$ cat src/rtl/exc_pkg.sv
package exc_pkg;
  localparam int XLEN    = 32;
  localparam int CAUSE_W = 5;
  localparam int NSRC    = 4;   // index order is priority order, 0 wins

  typedef enum logic [CAUSE_W-1:0] {
    CODE_IRQ = 5'd0,
    CODE_SYS = 5'd8,
    CODE_ILL = 5'd10,
    CODE_OVF = 5'd12
  } exc_code_e;

  typedef struct packed {
    logic               take;
    logic               from_ex;
    logic [CAUSE_W-1:0] code;
  } exc_pick_t;

  function automatic logic [CAUSE_W-1:0] code_of(input int idx);
    case (idx)
      0:       return CODE_OVF;
      1:       return CODE_ILL;
      2:       return CODE_SYS;
      default: return CODE_IRQ;
    endcase
  endfunction
endpackage

$ cat src/rtl/exc_arbiter.sv
module exc_arbiter
  import exc_pkg::*;
#(
  parameter int W = XLEN
) (
  input  logic         block,
  input  logic         ex_valid,
  input  logic         ex_ovf,
  input  logic [W-1:0] ex_pc,
  input  logic         id_valid,
  input  logic         id_illegal,
  input  logic         id_syscall,
  input  logic         irq,
  input  logic [W-1:0] id_pc,
  output exc_pick_t    pick,
  output logic [W-1:0] pick_pc
);
  logic [NSRC-1:0] hit;
  logic [NSRC-1:0] in_ex;

  always_comb begin
    hit      = '0;
    in_ex    = '0;
    hit[0]   = ex_valid & ex_ovf;
    in_ex[0] = 1'b1;
    hit[1]   = id_valid & id_illegal;
    hit[2]   = id_valid & id_syscall;
    hit[3]   = id_valid & irq;
  end

  // walk from lowest to highest priority so the oldest source overwrites
  always_comb begin
    pick    = '0;
    pick_pc = '0;
    for (int i = NSRC - 1; i >= 0; i--) begin
      if (hit[i] && !block) begin
        pick.take    = 1'b1;
        pick.from_ex = in_ex[i];
        pick.code    = code_of(i);
        pick_pc      = in_ex[i] ? ex_pc : id_pc;
      end
    end
  end
endmodule

$ cat src/rtl/exc_state_regs.sv
module exc_state_regs
  import exc_pkg::*;
#(
  parameter int W  = XLEN,
  parameter int CW = CAUSE_W
) (
  input  logic          clk,
  input  logic          rst_n,
  input  logic          capture,
  input  logic [W-1:0]  pc_in,
  input  logic [CW-1:0] code_in,
  output logic [W-1:0]  epc,
  output logic [CW-1:0] cause
);
  always_ff @(posedge clk or negedge rst_n) begin
    if (!rst_n) begin
      epc   <= '0;
      cause <= '0;
    end else if (capture) begin
      epc   <= pc_in;
      cause <= code_in;
    end
  end
endmodule

$ cat src/rtl/exc_redirect.sv
module exc_redirect
  import exc_pkg::*;
#(
  parameter int         W      = XLEN,
  parameter logic [W-1:0] VECTOR = 32'h8000_0180
) (
  input  logic         clk,
  input  logic         rst_n,
  input  logic         taken,
  output logic         redirect,
  output logic [W-1:0] handler_pc
);
  always_ff @(posedge clk or negedge rst_n) begin
    if (!rst_n) redirect <= 1'b0;
    else        redirect <= taken;
  end

  assign handler_pc = redirect ? VECTOR : '0;
endmodule

$ cat src/rtl/exc_ctrl.sv
module exc_ctrl
  import exc_pkg::*;
#(
  parameter int             W      = XLEN,
  parameter logic [W-1:0]   VECTOR = 32'h8000_0180
) (
  input  logic               clk,
  input  logic               rst_n,
  input  logic               ex_valid,
  input  logic               ex_ovf,
  input  logic [W-1:0]       ex_pc,
  input  logic               id_valid,
  input  logic               id_illegal,
  input  logic               id_syscall,
  input  logic [W-1:0]       id_pc,
  input  logic               irq,
  output logic               flush_ifid,
  output logic               flush_idex,
  output logic               flush_exmem,
  output logic               wb_squash,
  output logic               redirect,
  output logic [W-1:0]       handler_pc,
  output logic [W-1:0]       epc,
  output logic [CAUSE_W-1:0] cause
);
  exc_pick_t    pick;
  logic [W-1:0] pick_pc;

  exc_arbiter #(.W(W)) u_arb (
    .block      (redirect),
    .ex_valid   (ex_valid),
    .ex_ovf     (ex_ovf),
    .ex_pc      (ex_pc),
    .id_valid   (id_valid),
    .id_illegal (id_illegal),
    .id_syscall (id_syscall),
    .irq        (irq),
    .id_pc      (id_pc),
    .pick       (pick),
    .pick_pc    (pick_pc)
  );

  exc_state_regs #(.W(W), .CW(CAUSE_W)) u_regs (
    .clk     (clk),
    .rst_n   (rst_n),
    .capture (pick.take),
    .pc_in   (pick_pc),
    .code_in (pick.code),
    .epc     (epc),
    .cause   (cause)
  );

  exc_redirect #(.W(W), .VECTOR(VECTOR)) u_redir (
    .clk        (clk),
    .rst_n      (rst_n),
    .taken      (pick.take),
    .redirect   (redirect),
    .handler_pc (handler_pc)
  );

  // the redirect cycle also kills the one wrong-path fetch
  assign flush_ifid  = pick.take | redirect;
  assign flush_idex  = pick.take;
  assign flush_exmem = pick.take & pick.from_ex;
  assign wb_squash   = pick.take & pick.from_ex;
endmodule

$ cat config.mk
export PLATFORM = sky130hd
export DESIGN_NAME = exc_ctrl
export DESIGN_NICKNAME = d
export VERILOG_FILES = /design/src/rtl/exc_pkg.sv /design/src/rtl/exc_arbiter.sv /design/src/rtl/exc_state_regs.sv /design/src/rtl/exc_redirect.sv /design/src/rtl/exc_ctrl.sv
export SDC_FILE = /design/constraint.sdc
export NUM_CORES = 1
export LEC_CHECK = 0
export BUFFER_PORTS_ARGS = -buffer_cell sky130_fd_sc_hd__buf_2
export CORE_ASPECT_RATIO = 0.7
export CORE_UTILIZATION = 42
export CTS_CLUSTER_SIZE = 12
export DETAILED_ROUTE_END_ITERATION = 8
export PLACE_DENSITY = 0.81
export SYNTH_ARGS = -nofsm -noshare
export SYNTH_HDL_FRONTEND = slang
export SYNTH_SLANG_ARGS = --single-unit
$ cat constraint.sdc
create_clock -name clk -period 1.7 [get_ports clk]
set_input_delay 0.255 -clock clk [delete_from_list [all_inputs] [get_ports clk]]
set_output_delay 0.255 -clock clk [all_outputs]
set_load 0.05 [all_outputs]
======== Word level (Yosys, flattened, before mapping) ========
Index checks and enable logic that the tools add are counted.
cells by class
  mux-type cells .......................... 9
  bitwise operators ....................... 6
  reductions and logical operators ........ 5
operators by type and width
  cell               number
  2-to-1 mux 32 bit  5
  2-to-1 mux 7 bit   4
  AND 1 bit          5
  logical AND 1 bit  4
  logical NOT 1 bit  1
  OR 1 bit           1
storage, ports and cells
  flip-flop bits (word level) ............. 38
  input bits .............................. 72

======== Longest topological paths before layout ========
Gate-level depths: netlist of run 1.
  word-level depth ........................ 7
  depth in mapped cells ................... 5
  depth with buffers taken out ............ 3

======== Hierarchy ========
From an unflattened synthesis of run 1, not the netlist that was laid out.
unflattened totals
  cell total of the unflattened synthesis .. 245
  area total of the unflattened synthesis .. 3022.9 µm²
modules (own cells, without submodules)
  module          instances  cells an instance  area an instance (µm²)
  exc_state_regs  1          78                 1526.5
  exc_arbiter     1          130                1207.4
  exc_redirect    1          34                 269.0
  exc_ctrl        1          3                  20.0

======== Least setup slack after synthesis of run 1 ========
No wires, ideal clock.
  kind .................................... reg-to-output
  start ................................... register u_redir.redirect
  end ..................................... output port wb_squash
  data arrival time ....................... 1.727 ns
  slack ................................... -0.282 ns
  stages on the path, launching flop included .. 5
  path buffers ............................ 2
  cells stage by stage .................... dfrtp_1 nand3b_1 buf_2 inv_1 buf_4
between the ends
  word-level cells in the longest chain between the ends .. 7
ends and longest elaborated chain
  element                        RTL line            text
  from (decl)                    exc_redirect.sv:10  output logic redirect,
  from (signal assigned)         exc_redirect.sv:15  else redirect <= taken;
  logical NOT 1 bit *            exc_arbiter.sv:36   if (hit[i] && !block) begin
  logical AND 1 bit              exc_arbiter.sv:36
  2-to-1 mux 7 bit (3 in a row)  exc_arbiter.sv:36
  2-to-1 mux 7 bit *             exc_arbiter.sv:36
  AND 1 bit *                    n/a
  to (decl)                      exc_ctrl.sv:20      output logic wb_squash,
Mark *: on every way between the ends. The rest lies on a longest branch, timed or not.

======== Worst setup path in the final report of run 1 ========
  start ................................... register u_redir.redirect
  end ..................................... output port wb_squash
between the ends
  word-level cells in the longest chain between the ends .. 7
ends and longest elaborated chain
  element                        RTL line           text
  logical NOT 1 bit *            exc_arbiter.sv:36
  logical AND 1 bit              exc_arbiter.sv:36
  2-to-1 mux 7 bit (3 in a row)  exc_arbiter.sv:36
  2-to-1 mux 7 bit *             exc_arbiter.sv:36
  AND 1 bit *                    exc_ctrl.sv:65     assign wb_squash = pick.take & pick.from_ex;
Marked as above.

==> results of run 1 <==
-- worst min-delay path by stage --
stage / endpoint / slack (ns) / cells after the start
finish: u_regs.epc[4] / 0.23 / 3
global route: u_regs.epc[4] / 0.23 / 3
CTS: u_regs.epc[3] / 0.22 / 3
detailed placement: u_regs.epc[13] / 0.21 / 1
global placement: u_regs.epc[13] / 0.22 / 1
floorplan: u_redir.redirect / -0.04 / 0
-- where the power goes --
part / switching, mW / internal, mW / total [mW]
sequential: 0.0980 / 1.04 / 1.14
clock: 0.281 / 0.330 / 0.611
combinational: 1.23 / 0.380 / 1.61
-- logic make-up (layout without fill, tap and decap cells) --
| logic type | Yosys count | count (layout) | share of synthesized area, % |
|---|---|---|---|
| other | 1 | 31 | 0.1736 |
| buffers and inverters | 58 | 139 | 19.47 |
| AND/OR/NAND/NOR | 74 | 74 | 20.68 |
| flip-flops | 36 | 36 | 41.71 |
| AO/OA/AOI/OAI | 69 | 69 | 17.96 |
-- cell type report --
type	instances	area, sq um	area share, %
multi-input cells	174	959.7	34.72
flip-flops and latches	36	902.1	32.64
repair buffers	129	714.4	25.85
clock buffers	8	90.09	3.259
well taps	69	86.33	3.124
inverters	2	11.26	0.4074
-- stage by stage --
step | setup slack, ns | cell area [sq um]
3_5_place_dp | 0.1430 | 2605
6_report | 0.08038 | 2764
2_1_floorplan | -0.01896 | 2288
5_1_grt | -0.01091 | 2764
3_3_place_gp | 0.1725 | 2605
4_1_cts | 0.01117 | 2723
-- synthesized netlist by cell type --
master / instances
clkbuf_2: 1
buf_12: 2
a31oi_1: 32
inv_1: 2
o21ai_1: 5
nand3b_1: 2
a21oi_1: 1
or3_1: 1
buf_6: 2
conb_1: 1
nor2b_1: 1
nand2b_1: 1
nor2_1: 32
a21o_1: 1
dfrtp_1: 36
clkbuf_1: 10
buf_8: 1
buf_4: 37
nand3_2: 20
nor3_4: 1
o21ai_0: 30
buf_2: 3
nand2_1: 3
nand3_1: 13
-- worst max-delay path: cells and delay by family (launching register included) --
| kind | cells | cell delay [ns] |
|---|---|---|
| simple gates | 1 | 0.28 |
| flops | 1 | 0.45 |
| buf+inv | 2 | 0.36 |
-- what timing repair did --
action / 4_1_cts / 5_1_grt
setup endpoints to repair: 4 / 4
resized for setup: 4 / 5
hold buffers: 1 / 0
endpoints found under the hold margin: 18 / 0
buffers inserted: 1 / 3
-- flip-flops by register name, summed over array words and instances, names as in the netlist --
name,count
u_redir.redirect,1
u_regs.cause,3
u_regs.epc,32
-- layer usage --
layer,share of wire (%),wire length [um]
met1,43,2316
met2,47,2552
met3,9.5,513
met4,0.63,34
met5,0,0
==> impl_metrics.ini, run 1 <==
[outcome]
status = complete, no violations

[die]
die_area_sq_um = 5437
die_w_um = 87.71
num_io_pins = 146
core-area_sq_um = 4861
die_h_um = 62.00
fp-row-count = 21
start_util_pct = 44.43

[synth]
syn-instance-count = 238
syn-mean-instance-area_sq_um = 9.074
yosys_warnings = 0
yosys-top-cells-area = dfrtp_1 42%, buf_4 13%, a31oi_1 9.3%
synth_seq_area_share_pct = 41.71
ys_ff_latch = 36
synth_top_area_share_pct = 41.71
syn_area_sq_um = 2160
synth_cell_types = 24
yosysTopAreaCell = dfrtp_1

[final_layout]
num_antenna_cells = 0
nets = 420
utilization_pct = 56.86
final_common_cell = buf_2
drive_above_1_share_pct = 45.56
final_cell_mix = 110 x buf_2, 35 x dfrtp_1, 32 x nor2_1, 32 x a31oi_1, 31 x conb_1
fill_cells = 442
fin_cells = 418
area_growth_syn_to_layout_pct = 27.98

[timing]
setup_viol = 0
setup_tns_ns = 0
rsz0062_at_grt = yes
fmax_mhz = 617.4
slew_viol_final = 0
hold-worst-slack_ns = 0.2300
skew_ns = 0.006117
hold_viol = 0
fin_crit_sh_pct = 95.27
post-route-min-period_ns = 1.620

[detailed_routing]
vias_per_cell = 4.974
first_pass_iters = 4
avgRoutedWirePerCell_um = 12.96
wl_mm = 5.416
routed-via-count = 2079
drc_errors = 0
ant_nets = 0
drt_iter0_drc = 89

[grt]
grtUsageMet3_pct = 5.680
grt_pass1_wl_mm = 8.155
antenna_found_initial = 0
grt_max_degree = 38
grtUsageMet1_pct = 26.27
busiest_layer = met2
gr-usage-all-layers_pct = 19.91
grt_pass1_vias = 1715
met2_usage_pct = 32.56
gr-total-overflow = 0

[placement]
place_inst = 405
numPortBuffers = 114
dp_hpwl_mm = 4.021
place_congestion = 0.7592

[setup_path]
path_cells = nand3b_1, clkinvlp_4, buf_8
cp-start-kind = register
reg2reg_depth = 5
crit_arrival_ns = 1.36
critPathMaxFanout = 5
crit_required_ns = 1.44
r2r_end = u_regs.epc[21]
crit_path_end_kind = primary output
slowest_delay_ns = 0.45
crit_path_end = wb_squash
crit_type = register to primary output
reg2reg_slack_ns = 0.20
timing.rr.start = u_redir.redirect
startpoint = u_redir.redirect
slowest_stage = dfrtp_2

[pwr]
leakagePower_nw = 1.364
power_mw = 3.360
powerDensity_nw_per_um2 = 1216
vdd_drop_max_mv = 0.5872

[clock_tree]
tritoncts = built
cts_root_buf = clkbuf_8
clock_latency_ns = 0.28
clk_pin_slew_worst_paths_ns = 0.07
cts_buffer_depth = 2
cts-buffers-inserted = 5
h-tree-depth = 2
cts.sinks = 36

[hold_path]
hp-start = id_pc[4]
hold_class = input port to register

[job]
maxCapViolCount = 0
Power figures use the tool's default switching activity.
==> run 2, diff against run 1 <==
--- a/config.mk
+++ b/config.mk
@@ -7,10 +7,12 @@
 export LEC_CHECK = 0
 export BUFFER_PORTS_ARGS = -buffer_cell sky130_fd_sc_hd__buf_2
 export CORE_ASPECT_RATIO = 0.7
-export CORE_UTILIZATION = 42
+export CORE_MARGIN = 2
+export CORE_UTILIZATION = 43
+export CTS_BUF_LIST = sky130_fd_sc_hd__clkbuf_2 sky130_fd_sc_hd__clkbuf_4 sky130_fd_sc_hd__clkbuf_8
 export CTS_CLUSTER_SIZE = 12
 export DETAILED_ROUTE_END_ITERATION = 8
-export PLACE_DENSITY = 0.81
+export PLACE_DENSITY = 0.82
 export SYNTH_ARGS = -nofsm -noshare
 export SYNTH_HDL_FRONTEND = slang
 export SYNTH_SLANG_ARGS = --single-unit
==> constraint.sdc (replaced) <==
create_clock -name clk -period 1.7 [get_ports clk]
set_input_delay 0.34 -clock clk [delete_from_list [all_inputs] [get_ports clk]]
set_output_delay 0.34 -clock clk [all_outputs]
set_load 0.05 [all_outputs]
==> impl_metrics.ini, run 2 (synthesis results as in run 1) <==
[pwr]
swShare_pct = 47.30
p_sw_mw = 1.607
leakagePower_nw = 1.384
internal_power_mw = 1.790
pwr-share-seq_pct = 33.4
comb_power_share_pct = 48.0
powerDensity_nw_per_um2 = 1214
power_frac_clock_pct = 18.6
vdd_drop_max_mv = 0.4787

[clock_tree]
clk_pin_slew_worst_paths_ns = 0.07
cts_hold_buf = 0
cts-buffers-inserted = 5
h-tree-depth = 2
cts.sinks = 36
clock_latency_ns = 0.27
tritoncts = built
cts_buffer_depth = 2
cts_root_buf = clkbuf_8

[detailed_routing]
ant_nets = 0
first_pass_iters = 4
vias_per_cell = 4.814
routed-via-count = 2022
drc_errors = 0
avgRoutedWirePerCell_um = 12.94
drt_iter0_drc = 68
wl_mm = 5.433

[setup_path]
crit_path_end_kind = primary output
cp-start-kind = register
crit_type = register to primary output
slowest_stage = dfrtp_2
cpMostUsedCell = nand3b_1
slowest_delay_ns = 0.41
crit_required_ns = 1.36
crit_arrival_ns = 1.39
path_cells = nand3b_1, nand3b_1, buf_6
critPathMaxFanout = 5

[placement]
numPortBuffers = 114
dp_hpwl_mm = 3.945
place_congestion = 0.7096
dpl_cell_area_sq_um = 2616
dpl_worst_slack_ns = 0.07585

[timing]
hold_viol = 13
setup_slack_ns = -0.02638
fmax_mhz = 579.2
rsz0062_at_grt = yes
post-route-min-period_ns = 1.726
slew_viol_final = 0
skew_ns = 0.006567
fin_crit_sh_pct = 101.6
setup_viol = 2
hold-worst-slack_ns = -0.009463

[final_layout]
drive_above_1_share_pct = 46.72
largest_reg_flops = 32
finalInstanceArea_sq_um = 2798
area_growth_syn_to_layout_pct = 29.55
utilization_pct = 58.18
final_common_cell = buf_2
regMostFlops = u_regs.epc
num_antenna_cells = 0
reg.largest.list = u_regs.epc x32, u_regs.cause x3, u_redir.redirect x1
final_cell_mix = 110 x buf_2, 35 x dfrtp_1, 32 x nor2_1, 32 x a31oi_1, 31 x conb_1
nets = 422

[hold_path]
hold_class = input port to async pin

[outcome]
failed_checks = hold timing, setup timing
status = finished, violations left

[die]
start_util_pct = 44.91
die_w_um = 88.71
fp-row-count = 21
num_io_pins = 146
core-area_sq_um = 4808
die_area_sq_um = 5614
die_h_um = 63.29

[grt]
grt_max_degree = 37
grt_pass1_wl_mm = 8.252
gr-total-overflow = 0
gr-usage-all-layers_pct = 18.61
antenna_found_initial = 0
grt_pass1_vias = 1800

[job]
maxCapViolCount = 0
[run 2: cell count changes in the layout (fill, tap and decap cells not counted), sizes merged]
cell,before,now
buf,128,131
dlygate4sd3,1,0
[run 2: path summary, 6_finish.rpt]
kind	cells past startpoint	start	slack, ns	to
setup / recovery	3	u_redir.redirect	-0.03	flush_ifid
hold / removal	1	rst_n	-0.009	u_regs.cause[2]
setup reg to reg	6	u_redir.redirect	0.11	u_regs.epc[31]
hold reg to reg	2	u_regs.cause[3]	0.54	u_regs.cause[3]
max in group asynchronous	2	rst_n	1.10	u_regs.epc[24]
min in group clk	3	id_pc[12]	0.31	u_regs.epc[12]
[run 2: layout make-up]
class / count / area [sq um]
clock buffers: 8 / 97.59
fillers: 432 / 2011
inverters: 2 / 11.26
multi-input cells: 174 / 960.9
flip-flops and latches: 36 / 902.1
well taps: 69 / 86.33
repair buffers: 131 / 739.5
[run 2: power by group through the flow]
stage / clock (mW) / sequential, mW / combinational [mW]
detailed placement: 0 / 1.14 / 1.60
finish: 0.633 / 1.13 / 1.63
global route: 0.702 / 1.16 / 1.72
floorplan: 0 / 1.80 / 0.620
CTS: 0.658 / 1.13 / 1.62
global placement: 0 / 1.14 / 1.57
[run 2: what timing repair did]
action | 4_1_cts | 5_1_grt
resized for setup | 6 | 4
setup endpoints to repair | 4 | 20
buffers inserted | 5 | 3
[run 2: critical path, delay by kind of cell, from the launching register on]
kind,cells,cell delay [ns]
buffers and inverters,1,0.18
DFF,1,0.41
and+or+nand+nor,2,0.52
[run 2: routing by layer]
metal	vias up	global-route usage (%)	part of all wire (%)
met5	-	0	0
met4	0	3.977	0.33
met2	87	30.60	46
li1	990	-	-
met3	2	5.374	6.9
met1	943	24.29	47
[run 2: per-stage QoR]
stage	total power, mW	TNS (ns)	cells
5_1_grt	3.577	-0.2310	420
3_3_place_gp	2.717	0	405
6_report	3.397	-0.03832	420
4_1_cts	3.409	-0.008730	418
2_1_floorplan	2.415	-0.1126	268
3_5_place_dp	2.741	0	405
==> run 3, diff against run 2 <==
--- a/config.mk
+++ b/config.mk
@@ -12,6 +12,7 @@
 export CTS_BUF_LIST = sky130_fd_sc_hd__clkbuf_2 sky130_fd_sc_hd__clkbuf_4 sky130_fd_sc_hd__clkbuf_8
 export CTS_CLUSTER_SIZE = 12
 export DETAILED_ROUTE_END_ITERATION = 8
+export GPL_TIMING_DRIVEN = 0
 export PLACE_DENSITY = 0.82
 export SYNTH_ARGS = -nofsm -noshare
 export SYNTH_HDL_FRONTEND = slang
==> impl_metrics.ini, run 3 (synthesis results as in run 1) <==
[grt]
grt_pass1_vias = 2045
grtUsageMet3_pct = 4.718
met2_usage_pct = 34.70
busiest_layer = met2
antenna_found_initial = 0
gr-usage-all-layers_pct = 21.96
gr-total-overflow = 0
grt_pass1_wl_mm = 9.570
grt_max_degree = 37
grtUsageMet1_pct = 30.56

[final_layout]
fin_cells = 468
num_antenna_cells = 0
final_cell_mix = 111 x buf_2, 47 x buf_4, 35 x dfrtp_1
fill_cells = 431
area_growth_syn_to_layout_pct = 46.64
drive_above_1_share_pct = 51.38
regMostFlops = u_regs.epc
largest_reg_flops = 32
finalInstanceArea_sq_um = 3167
nets = 470
reg.largest.list = u_regs.epc x32, u_regs.cause x3, u_redir.redirect x1
final_common_cell = buf_2

[setup_path]
timing.rr.start = u_redir.redirect
slowest_delay_ns = 0.43
cpMostUsedCell = buf_8
crit_type = register to primary output
crit_arrival_ns = 1.45
crit_path_end_kind = primary output
crit_required_ns = 1.36
cpLargestDelayFamily = buffers and inverters
cp_num_buf_inv = 4
path_cells = nand3b_1, buf_6, clkinvlp_4, buf_8, buf_8
critPathMaxFanout = 5
cp-start-kind = register
startpoint = u_redir.redirect
slowest_stage = dfrtp_2

[die]
fp-row-count = 21
die_area_sq_um = 5614
num_io_pins = 146
start_util_pct = 44.91
die_w_um = 88.71
core-area_sq_um = 4808
die_h_um = 63.29

[clock_tree]
cts_hold_buf = 0
cts_root_buf = clkbuf_8
cts-buffers-inserted = 5
clk_pin_slew_worst_paths_ns = 0.07
tritoncts = built
h-tree-depth = 2
cts.sinks = 36
cts_buffer_depth = 2
clock_latency_ns = 0.28

[detailed_routing]
drc_errors = 0
drt_iter0_drc = 88
first_pass_iters = 4
ant_nets = 0
routed-via-count = 2207
avgRoutedWirePerCell_um = 13.51
vias_per_cell = 4.716
wl_mm = 6.323

[pwr]
comb_power_share_pct = 49.4
swShare_pct = 46.88
power_frac_clock_pct = 18.6
p_sw_mw = 1.655
internal_power_mw = 1.876
pwr-share-seq_pct = 32.1
powerDensity_nw_per_um2 = 1115
leakagePower_nw = 1.625
vdd_drop_max_mv = 0.5790

[timing]
fin_crit_sh_pct = 105.4
post-route-min-period_ns = 1.792
slew_viol_final = 0
fmax_mhz = 558.0
setup_tns_ns = -0.2013
rsz0062_at_grt = yes
setup_viol = 3
worst_slew_pin_slew_ns = 0.8283
relSlewSlack_pct = 44.78
skew_ns = 0.001922
setup_slack_ns = -0.09210
hold_viol = 0

[placement]
place_inst = 451
dpl_cell_area_sq_um = 2952
numPortBuffers = 114
dp_hpwl_mm = 4.593
dpl_worst_slack_ns = -0.02640
place_congestion = 0.7944

[hold_path]
hold_class = input port to async pin

[outcome]
failed_checks = setup timing
status = finished, violations left

[job]
maxCapViolCount = 0
run 3: worst register-to-register path, cell delays in order, from the launching register on:
cell and delay, ns:
dfrtp_2 0.40, nand3b_1 0.20, buf_6 0.14, buf_4 0.16, clkbuf_1 0.38, a31oi_1 0.15
run 3: power groups by stage:
stage          logic [mW]  clock network [mW]  registers, mW
2_1_floorplan       0.620                   0           1.80
6_report             1.74               0.655           1.13
4_1_cts              1.74               0.666           1.13
5_1_grt              1.84               0.705           1.16
3_3_place_gp         1.66                   0           1.14
3_5_place_dp         1.69                   0           1.14
run 3: final timing paths:
check	endpoint	slack, ns	cells after the start
max in group asynchronous	u_redir.redirect	0.98	1
min in group clk	u_regs.epc[11]	0.31	3
worst min-delay path	u_regs.epc[24]	0.16	1
worst max register to register	u_regs.epc[30]	0.13	5
worst max-delay path	wb_squash	-0.09	5
worst min register to register	u_regs.cause[2]	0.49	1
run 3: metal layers:
metal | wire length, um | vias to the layer above | share of wire, %
li1 | - | 1086 | -
met1 | 2893 | 1019 | 46
met2 | 2935 | 98 | 46
met3 | 466 | 4 | 7.4
met4 | 28 | 0 | 0.44
met5 | 0 | - | 0
run 3: stage by stage:
step	total power, mW	util (%)	hold slack (ns)
2_1_floorplan	2.415	-	0.04441
6_report	3.531	65.86	0.1579
3_5_place_dp	2.832	61.38	0.4698
5_1_grt	3.697	65.86	0.2049
4_1_cts	3.533	65.50	0.1773
3_3_place_gp	2.806	61.38	0.4588
run 3: area by class of cell:
cell class	count	area (sq um)	share of cell area, %
Multi-Input combinational cell	174	960.9	30.34
Sequential cell	36	902.1	28.49
Timing Repair Buffer	123	666.9	21.06
Buffer	56	441.7	13.95
Clock buffer	8	97.59	3.082
Tap cell	69	86.33	2.726
Inverter	2	11.26	0.3556
run 3: repair_timing:
action / CTS / global route
gates resized for setup: 14 / 4
setup endpoints to repair: 4 / 10
buffers inserted: 7 / 2
